File: src/rtl/wdt_pkg.sv
`timescale 1ns/1ps
// Package wdt_pkg
// Shared constants for the three-channel watchdog: window geometry,
// register field selectors (address bits [3:2]) and control bit positions.
package wdt_pkg;
    localparam int NUM_CH = 3;
    localparam int BUS_W  = 32;
    localparam int ADDR_W = 6;
    localparam int SLOT_W = ADDR_W - 4;

    localparam logic [1:0] F_COUNT = 2'd0;
    localparam logic [1:0] F_BITE  = 2'd1;
    localparam logic [1:0] F_BARK  = 2'd2;
    localparam logic [1:0] F_CTRL  = 2'd3;

    localparam int CB_IRQ_EN = 0;
    localparam int CB_STATUS = 1;
    localparam int CB_RST_EN = 2;
endpackage

File: src/rtl/wdt_channel.sv
`timescale 1ns/1ps
// Module wdt_channel
// One watchdog channel: a loadable up-counter, a bite threshold, a reset
// enable and, when HAS_BARK is set, a bark threshold with an interrupt
// enable and a sticky status flag. It decodes its own slot of the window.
// Assumes CNT_W <= 32 and that CH_IDX fits in the slot field.
module wdt_channel
    import wdt_pkg::*;
#(
    parameter int CNT_W    = 32,
    parameter int CH_IDX   = 0,
    parameter bit HAS_BARK = 1'b0
) (
    input  logic              clk,
    input  logic              rst_n,
    input  logic              tick,
    input  logic              wr_en,
    input  logic [ADDR_W-1:0] addr,
    input  logic [BUS_W-1:0]  wr_data,
    output logic [CNT_W-1:0]  cnt_q,
    output logic [CNT_W-1:0]  bite_q,
    output logic [CNT_W-1:0]  bark_q,
    output logic [2:0]        ctrl_rd,
    output logic              rst_req,
    output logic              irq
);
    localparam logic [SLOT_W-1:0] MY_SLOT = SLOT_W'(CH_IDX);

    logic sel, wr_cnt, wr_bite, wr_ctrl;
    logic rst_en_q, irq_en_q, status_q;

    // Address decode for this channel's slot (word aligned only).
    assign sel     = wr_en && (addr[1:0] == 2'b00) && (addr[ADDR_W-1:4] == MY_SLOT);
    assign wr_cnt  = sel && (addr[3:2] == F_COUNT);
    assign wr_bite = sel && (addr[3:2] == F_BITE);
    assign wr_ctrl = sel && (addr[3:2] == F_CTRL);

    // Counter: bus load wins over the tick increment.
    always_ff @(posedge clk) begin
        if (!rst_n)      cnt_q <= '0;
        else if (wr_cnt) cnt_q <= wr_data[CNT_W-1:0];
        else if (tick)   cnt_q <= cnt_q + 1'b1;
    end

    // Bite threshold register.
    always_ff @(posedge clk) begin
        if (!rst_n)       bite_q <= '0;
        else if (wr_bite) bite_q <= wr_data[CNT_W-1:0];
    end

    // Reset-enable control bit.
    always_ff @(posedge clk) begin
        if (!rst_n)       rst_en_q <= 1'b0;
        else if (wr_ctrl) rst_en_q <= wr_data[CB_RST_EN];
    end

    generate
        if (HAS_BARK) begin : g_bark
            logic wr_bark, bark_hit;
            assign wr_bark  = sel && (addr[3:2] == F_BARK);
            assign bark_hit = irq_en_q && (cnt_q >= bark_q);

            // Bark threshold register.
            always_ff @(posedge clk) begin
                if (!rst_n)       bark_q <= '0;
                else if (wr_bark) bark_q <= wr_data[CNT_W-1:0];
            end

            // Interrupt enable bit.
            always_ff @(posedge clk) begin
                if (!rst_n)       irq_en_q <= 1'b0;
                else if (wr_ctrl) irq_en_q <= wr_data[CB_IRQ_EN];
            end

            // Sticky status: hardware set beats a write-one clear.
            always_ff @(posedge clk) begin
                if (!rst_n)                           status_q <= 1'b0;
                else if (bark_hit)                    status_q <= 1'b1;
                else if (wr_ctrl && wr_data[CB_STATUS]) status_q <= 1'b0;
            end
        end else begin : g_plain
            assign bark_q   = '0;
            assign irq_en_q = 1'b0;
            assign status_q = 1'b0;
        end
    endgenerate

    // Outputs: request on expiry while armed, masked interrupt.
    assign rst_req = rst_en_q && (cnt_q >= bite_q);
    assign irq     = irq_en_q && status_q;
    assign ctrl_rd = {rst_en_q, status_q, irq_en_q};
endmodule

File: src/rtl/wdt_readmux.sv
`timescale 1ns/1ps
// Module wdt_readmux
// Combinational read path: selects one channel field by address and
// zero-extends it to the bus width. Unmapped or misaligned offsets read 0.
// Assumes CNT_W <= 32; channels without bark logic present a zero bark.
module wdt_readmux
    import wdt_pkg::*;
#(
    parameter int CNT_W = 32
) (
    input  logic [ADDR_W-1:0]            addr,
    input  logic [NUM_CH-1:0][CNT_W-1:0] cnt_all,
    input  logic [NUM_CH-1:0][CNT_W-1:0] bite_all,
    input  logic [NUM_CH-1:0][CNT_W-1:0] bark_all,
    input  logic [NUM_CH-1:0][2:0]       ctrl_all,
    output logic [BUS_W-1:0]             rd_data
);
    // Select the addressed field of the addressed channel.
    always_comb begin
        rd_data = '0;
        if (addr[1:0] == 2'b00) begin
            for (int i = 0; i < NUM_CH; i++) begin
                if (addr[ADDR_W-1:4] == SLOT_W'(i)) begin
                    case (addr[3:2])
                        F_COUNT: rd_data = BUS_W'(cnt_all[i]);
                        F_BITE:  rd_data = BUS_W'(bite_all[i]);
                        F_BARK:  rd_data = BUS_W'(bark_all[i]);
                        default: rd_data = BUS_W'(ctrl_all[i]);
                    endcase
                end
            end
        end
    end
endmodule

File: src/rtl/wdt_triplet.sv
`timescale 1ns/1ps
// Module wdt_triplet
// Three watchdog channels in one register window. Channel 0 carries the
// bark interrupt and the recovery reset request; channels 1 and 2 share
// the system reset request. Assumes a single clock with tick as enable.
module wdt_triplet
    import wdt_pkg::*;
#(
    parameter int CNT_W = 32
) (
    input  logic              clk,
    input  logic              rst_n,
    input  logic              tick,
    input  logic              wr_en,
    input  logic [ADDR_W-1:0] addr,
    input  logic [BUS_W-1:0]  wr_data,
    output logic [BUS_W-1:0]  rd_data,
    output logic              irq,
    output logic              rst_recovery_req,
    output logic              rst_system_req
);
    logic [NUM_CH-1:0][CNT_W-1:0] ch_cnt, ch_bite, ch_bark;
    logic [NUM_CH-1:0][2:0]       ch_ctrl;
    logic [NUM_CH-1:0]            ch_rst, ch_irq;

    // Channel instances; only channel 0 gets bark logic.
    generate
        for (genvar g = 0; g < NUM_CH; g++) begin : g_ch
            wdt_channel #(
                .CNT_W   (CNT_W),
                .CH_IDX  (g),
                .HAS_BARK(g == 0)
            ) ch_i (
                .clk    (clk),
                .rst_n  (rst_n),
                .tick   (tick),
                .wr_en  (wr_en),
                .addr   (addr),
                .wr_data(wr_data),
                .cnt_q  (ch_cnt[g]),
                .bite_q (ch_bite[g]),
                .bark_q (ch_bark[g]),
                .ctrl_rd(ch_ctrl[g]),
                .rst_req(ch_rst[g]),
                .irq    (ch_irq[g])
            );
        end
    endgenerate

    // Read path.
    wdt_readmux #(.CNT_W(CNT_W)) rd_i (
        .addr    (addr),
        .cnt_all (ch_cnt),
        .bite_all(ch_bite),
        .bark_all(ch_bark),
        .ctrl_all(ch_ctrl),
        .rd_data (rd_data)
    );

    // Output routing: recovery from channel 0, system from 1 or 2.
    assign rst_recovery_req = ch_rst[0];
    assign rst_system_req   = ch_rst[1] | ch_rst[2];
    assign irq              = |ch_irq;
endmodule

File: config.mk
export PLATFORM = sky130hd
export DESIGN_NAME = wdt_triplet
export DESIGN_NICKNAME = d
export VERILOG_FILES = /design/src/rtl/wdt_pkg.sv /design/src/rtl/wdt_channel.sv /design/src/rtl/wdt_readmux.sv /design/src/rtl/wdt_triplet.sv
export SDC_FILE = /design/constraint.sdc
export NUM_CORES = 1
export LEC_CHECK = 0
export ABC_CLOCK_PERIOD_IN_PS = 5750
export BUFFER_PORTS_ARGS = -buffer_cell sky130_fd_sc_hd__buf_2
export CAP_MARGIN = 25
export CORE_UTILIZATION = 60
export DETAILED_ROUTE_END_ITERATION = 12
export PLACE_DENSITY = 0.74
export SETUP_SLACK_MARGIN = 0.02
export SLEW_MARGIN = 20
export SYNTH_ARGS = -nofsm -noshare
export SYNTH_HDL_FRONTEND = slang
export SYNTH_SLANG_ARGS = --single-unit
File: constraint.sdc
create_clock -name clk -period 5.75 [get_ports clk]
set_clock_uncertainty 0.05 [all_clocks]
set_input_delay 0.575 -clock clk [delete_from_list [all_inputs] [get_ports clk]]
set_output_delay 0.575 -clock clk [all_outputs]
set_load 0.03 [all_outputs]
==> metrics.md, run 1 <==
| Metric | Value |
|---|---|
| Status | `finished, final reports clean` |
| Peak VDD IR | `between 0.15 and 0.2 mV` |
| Max Slew Vio Count | `0` |
| Commonest non-fill, non-tap cell in the layout | `nand2_1` |
| Die height | `between 150 and 200 µm` |
| Drt initial violations | `1243` |
| Register area share after synthesis | `31.3%` |
| RSZ-0062 raised after global routing | `no` |
| Final Hold Vio Count | `0` |
| Crit path kind | `flop to primary output` |
| CTS Sinks | `~230` |
| Setup Viol. Count Final | `0` |
| Crit-path max FO | `7` |
| Initial antenna violation count | `1` |
| First-pass detailed-route iteration total | `6` |
| Nature of the critical path startpoint | `flop` |
| Ports | `77` |
| Fillers | `~2100` |
| FF+latch area | `0.00458 mm²` |
| Area taken by multi-input logic gates | `between 0.009 and 0.01 mm²` |
| Min Clock Period, post-route | `3.57 ns` |
| HP Class | `input port to flop` |
| Die Span X | `~160 µm` |
| Num rows | `56` |
| Postcts setup bufs | `0` |
| Vias post-DR | `13904` |
| Placed cell areas | `0.0152 mm²` |
| FFs w/ async S/R, synth | `0%` |
| Syn avg cell area | `7.58 µm²` |
| Vias in the first global route | `12818` |
| Relative slew slack | `32.4%` |
| H-tree levels | `1` |
| Design area | `0.0160 mm²` |
| Final hold slack | `0.319 ns` |
| Setup crit end kind | `primary output` |
| GP Congestion | `0.939` |
| Congestion Overflow GR | `0` |
| Post-CTS sizing | `0` |
| CTS root buffer | `clkbuf_16` |
| Vias per inst | `around 6.1` |
| M3 GR Usage | `5.47%` |
| Most frequent cells in the layout | `nand2_1 (351), a21oi_1 (234), dfxtp_1 (229)` |
| Mapped Cells | `between 1500 and 2000` |
| Routed WL per cell | `19.4 µm` |
| Setup_tns | `0 ns` |
| GR Util All Layers | `a little over a third` |
| Starting Density | `approximately 62%` |
| Syn_nets | `2105` |
| Worst-Skew Late Latency | `~0.53 ns` |
| Worst slew pin tran | `1.01 ns` |
| Global Route met2 Usage | `between 50% and 60%` |
| Unique masters post-synth | `51` |
| Final net count | `roughly 2100` |
| CTS tree | `done` |
| M1 GR Usage | `49.9%` |
| Arrival time at the worst endpoint | `just under 3 ns` |
| Synthesized area | `0.0147 mm²` |
| Synth Flop Type | `dfxtp_1` |
| Required @ worst endpoint | `5.12 ns` |
| DRC | `0` |
| Clock tree buffer depth | `3` |
| First-pass GRT wire length | `68.7 mm` |
| Antenna Violating Nets Remaining | `0` |
| EDFF count, synth | `0` |
| Synth Warn # | `0` |
| Die area | `0.0251 mm²` |
| Dpl hpwl | `31.3 mm` |
| Area Overhead vs Synth | `9.19%` |
| MaxCap Viol Count | `0` |
| Total Routed Length | `approximately 44 mm` |
| CTS clk-pin slew, worst paths | `roughly 0.06 ns` |
| FMAX | `0.280 GHz` |
| CTS buffer count | `26` |
| Largest net degree at the start of global routing | `114` |
| Yosys reg bits | `229` |
| Most crowded layer after global routing | `met2` |
| Static Leak | `6.04 nW` |
| Power per cell area | `216 mW/mm²` |
| Fin crit share | `62.1%` |
| Layout cells sized above 1 | `7.79%` |
| Number of I/O port buffers | `76` |
| Area of the core | `~0.024 mm²` |
| Hold buffer count at CTS | `0` |
-- power by group --
part | total [mW] | leakage (nW) | internal (mW) | switching (mW)
Sequential | 1.62 | 1.85 | 1.60 | 0.0200
Clock | 1.57 | 0.381 | 0.904 | 0.663
Combinational | 0.264 | 3.81 | 0.0831 | 0.180
Total | 3.45 | 6.04 | 2.59 | 0.863
-- layout make-up --
cell class / count / area share (%)
antenna: 1 / 0.0156
timing repair buffer: 95 / 3.51
clock buffer: 41 / 4.80
sequential: 229 / 28.7
clock inverter: 2 / 0.0626
tap: 319 / 2.49
inverter: 143 / 3.39
multi-input combinational: 1453 / 57.1
-- state kept, by name (all words and copies together), names as in the netlist --
signal,count
g_ch.ch_i.bark_q,32
g_ch.ch_i.cnt_q,96
g_ch.ch_i.bite_q,96
g_ch.ch_i.rst_en_q,3
g_ch.ch_i.status_q,1
g_ch.ch_i.irq_en_q,1
-- cell usage after synthesis (7+ instances only) --
library cell  instances  area [µm²]
nand2_1             353        1330
a21oi_1             234        1170
dfxtp_1             229        4580
inv_1               143         537
nor2_1              143         537
ha_1                131        1640
mux2i_1              97         971
clkbuf_1             90         338
o21ai_0              81         405
a211oi_1             71         533
nand4_1              49         307
xnor2_1              48         420
xor2_1               44         385
nand3_1              38         190
o22ai_1              31         194
a21o_1               25         188
nor3_1               20         100
and3_1               17         106
buf_2                 9        45.0
nor2b_1               9        56.3
and4_1                7        61.3
-- per-layer routing --
metal / up-vias / wire [µm]
met5: - / 0
met4: 0 / 1370
met3: 89 / 3840
met2: 537 / 19300
met1: 6556 / 19700
li1: 6722 / -
-- path summary, 6_finish.rpt --
check / from / to / slack (ns) / cells after the start
setup reg to reg: g_ch[0].ch_i.bark_q[29] / g_ch[0].ch_i.status_q / 3.19 / 8
hold / removal: wr_data[17] / g_ch[2].ch_i.bite_q[17] / 0.32 / 3
setup / recovery: g_ch[0].ch_i.cnt_q[9] / rst_recovery_req / 2.18 / 8
hold reg to reg: g_ch[1].ch_i.bite_q[14] / g_ch[1].ch_i.bite_q[14] / 0.42 / 2
-- cells by family after synthesis --
family,count (synthesis),share of synthesized area (%)
simple gates,668,20.3
compound gates,462,18.2
buf+inv,250,6.51
flops,229,31.3
fa+ha+maj,131,11.2
mux,100,7.09
xor+xnor,92,5.50
-- critical path: stages (launching register included) --
cell,delay (ns)
dfxtp_1,0.47
ha_1,0.30
a21oi_1,0.14
nor2_1,0.06
a211oi_1,0.35
o21ai_0,0.20
o311a_1,0.36
or3_1,0.35
buf_2,0.18
-- per-stage QoR --
stage / setup WS (ns) / utilization (%) / cells / total power, mW
finish: 2.18 / 67.6 / 2283 / 3.45
global route: 2.07 / 67.6 / 2283 / 3.54
CTS: 2.18 / 67.6 / 2282 / 3.45
detailed placement: 2.24 / 64.3 / 2239 / 1.91
global placement: 2.28 / 64.1 / 2237 / 1.90
floorplan: 2.97 / - / 1932 / 1.81
(Power assumes the default switching activity.)
==> inputs of run 2 (changes only) <==
--- a/config.mk
+++ b/config.mk
@@ -5,12 +5,12 @@
 export SDC_FILE = /design/constraint.sdc
 export NUM_CORES = 1
 export LEC_CHECK = 0
-export ABC_CLOCK_PERIOD_IN_PS = 5750
+export ABC_CLOCK_PERIOD_IN_PS = 3000
 export BUFFER_PORTS_ARGS = -buffer_cell sky130_fd_sc_hd__buf_2
 export CAP_MARGIN = 25
-export CORE_UTILIZATION = 60
+export CORE_UTILIZATION = 56
 export DETAILED_ROUTE_END_ITERATION = 12
-export PLACE_DENSITY = 0.74
+export PLACE_DENSITY = 0.73
 export SETUP_SLACK_MARGIN = 0.02
 export SLEW_MARGIN = 20
 export SYNTH_ARGS = -nofsm -noshare
==> constraint.sdc (replaced) <==
create_clock -name clk -period 3 [get_ports clk]
set_clock_uncertainty 0.05 [all_clocks]
set_input_delay 0.3 -clock clk [delete_from_list [all_inputs] [get_ports clk]]
set_output_delay 0.3 -clock clk [all_outputs]
set_load 0.03 [all_outputs]
==> run 2 against run 1 <==
Sequential share of layout area is 0.43 points lower. Combinational power is 100% higher. Routed wire length barely moved. Register-to-register slack got worse by 2.6 ns. Critical path depth is the same. First-iteration DRC count shrank 4.7%. Critical path type unchanged. Count of clock-buffer cells in the layout is the same. Design area grew 2.1%. Core utilization fell by 3.2 points. Via count is 0.61% lower. Worst hold slack got worse by 0.29 ns. Non-clock buffer count is 17 higher.
==> metrics.md, run 2 (synthesis gave the netlist of run 1 again) <==
| Metric | Value |
|---|---|
| Initial antenna violation count | `0` |
| Power per cell area | `approximately 420 mW/mm²` |
| Crit path kind | `flop to primary output` |
| Switching Fraction | `25.2%` |
| Worst-Skew Late Latency | `0.56 ns` |
| Number of I/O port buffers | `76` |
| Status | `finished, final reports clean` |
| First-pass detailed-route iteration total | `7` |
| CTS root buffer | `clkbuf_16` |
| Static Leak | `around 6.2 nW` |
| H-tree levels | `1` |
| Sw Pwr | `1.74 mW` |
| Fin crit share | `97.5%` |
| Antenna Violating Nets Remaining | `0` |
| Share of power burned in combinational logic | `7.8%` |
| Layout cells sized above 1 | `10.6%` |
| Clock tree buffer depth | `3` |
| Routed WL per cell | `19.1 µm` |
| Drt initial violations | `1185` |
| Crit-path max FO | `3` |
| Worst slew pin tran | `0.915 ns` |
| HP Class | `input port to flop` |
| Overall power | `between 6 and 7 mW` |
| Hold Path Origin | `wr_data[15]` |
| First-pass GRT wire length | `between 60 and 70 mm` |
| Congestion Overflow GR | `0` |
| Setup crit end kind | `primary output` |
| Vias post-DR | `13819` |
| Critical path launch point | `g_ch[1].ch_i.bite_q[26]` |
| Hold buffer count at CTS | `0` |
| Commonest non-fill, non-tap cell in the layout | `nand2_1` |
| Starting Density | `57.7%` |
| GR Util All Layers | `32.9%` |
| Regs by FF count | `g_ch.ch_i.bite_q (96), g_ch.ch_i.cnt_q (96), g_ch.ch_i.bark_q (32)` |
| Reg2reg start | `g_ch[0].ch_i.cnt_q[2]` |
| Vias per inst | `about 6.0` |
| Required @ worst endpoint | `2.65 ns` |
| Dpl hpwl | `31.1 mm` |
| Clock power frac | `47.3%` |
| Ports | `77` |
| Final Hold Vio Count | `0` |
| Min Clock Period, post-route | `2.92 ns` |
| Die Span X | `between 150 and 200 µm` |
| Relative slew slack | `38.8%` |
| MaxCap Viol Count | `0` |
| R2R depth | `6` |
| Final net count | `2139` |
| Total Routed Length | `44.2 mm` |
| Setup Viol. Count Final | `0` |
| CTS tree | `done` |
| Final core occ | `64.3%` |
| GP Congestion | `0.920` |
| Vias in the first global route | `12836` |
| Area of the core | `0.0254 mm²` |
| Reg power frac | `44.9%` |
| Arrival time at the worst endpoint | `approximately 2.6 ns` |
| Peak VDD IR | `0.407 mV` |
| FMAX | `0.342 GHz` |
| DRC | `0` |
| Area Overhead vs Synth | `11.5%` |
| Die height | `164 µm` |
| Die area | `between 0.02 and 0.03 mm²` |
| CTS clk-pin slew, worst paths | `roughly 0.06 ns` |
| Largest net degree at the start of global routing | `91` |
| Worst hold stages | `3` |
| Internal | `5.17 mW` |
| CTS Sinks | `between 200 and 250` |
| Most frequent cells in the layout | `nand2_1 (351), a21oi_1 (232), dfxtp_1 (207)` |
| Num rows | `58` |
| Max Slew Vio Count | `0` |
| RSZ-0062 raised after global routing | `yes` |
| Nature of the critical path startpoint | `flop` |
| CTS buffer count | `27` |
run 2: final cells by class:
cell class / count / area (µm²)
fill: 2252 / 9060
timing repair buffer: 112 / 703
sequential: 229 / 4610
clock inverter: 6 / 83.8
antenna: 1 / 2.50
inverter: 143 / 542
multi-input combinational: 1453 / 9220
clock buffer: 41 / 768
tap: 330 / 413
run 2: critical path, stage by stage (launching register included):
cell      delay [ns]
dfxtp_1         0.35
inv_1           0.05
ha_1            0.31
and4_1          0.24
a221oi_2        0.32
o221ai_2        0.14
a221oi_2        0.29
o21ai_1         0.14
buf_4           0.19
run 2: final timing paths:
path                        endpoint  slack (ns)
max                   rst_system_req        0.08
min          g_ch[2].ch_i.bite_q[15]        0.03
max reg2reg   g_ch[0].ch_i.cnt_q[31]        0.61
min reg2reg   g_ch[0].ch_i.bite_q[9]        0.42
run 2: power by group through the flow:
stage | Sequential (mW) | Combinational, mW | Clock, mW
2_1_floorplan | 3.16 | 0.305 | 0
3_3_place_gp | 3.17 | 0.498 | 0
3_5_place_dp | 3.17 | 0.505 | 0
4_1_cts | 3.10 | 0.518 | 3.26
5_1_grt | 3.11 | 0.569 | 3.40
6_report | 3.10 | 0.537 | 3.27
run 2: timing repair:
action | in CTS | in global routing
cloned | 0 | 0
setup buffers | 1 | 0
pin swaps | 6 | 6
gates resized for setup | 21 | 26
setup endpoints to repair | 2 | 2
run 2: per-stage QoR:
stage	cells	hold slack [ns]	area (µm²)	TNS, ns	setup slack (ns)
6_report	2315	0.0278	16300	0	0.0760
5_1_grt	2314	0.0377	16300	-0.00462	-0.00462
4_1_cts	2314	0.0221	16300	0	0.0206
3_5_place_dp	2266	0.412	15400	0	0.337
3_3_place_gp	2266	0.407	15400	0	0.357
2_1_floorplan	1932	0.386	14700	0	0.655
run 2: metal layers:
| metal | global-route usage, % | part of all wire [%] |
|---|---|---|
| met5 | 0 | 0 |
| met4 | 10.9 | 3.1 |
| met3 | 4.60 | 8.7 |
| met2 | 50.2 | 43 |
| met1 | 47.3 | 45 |
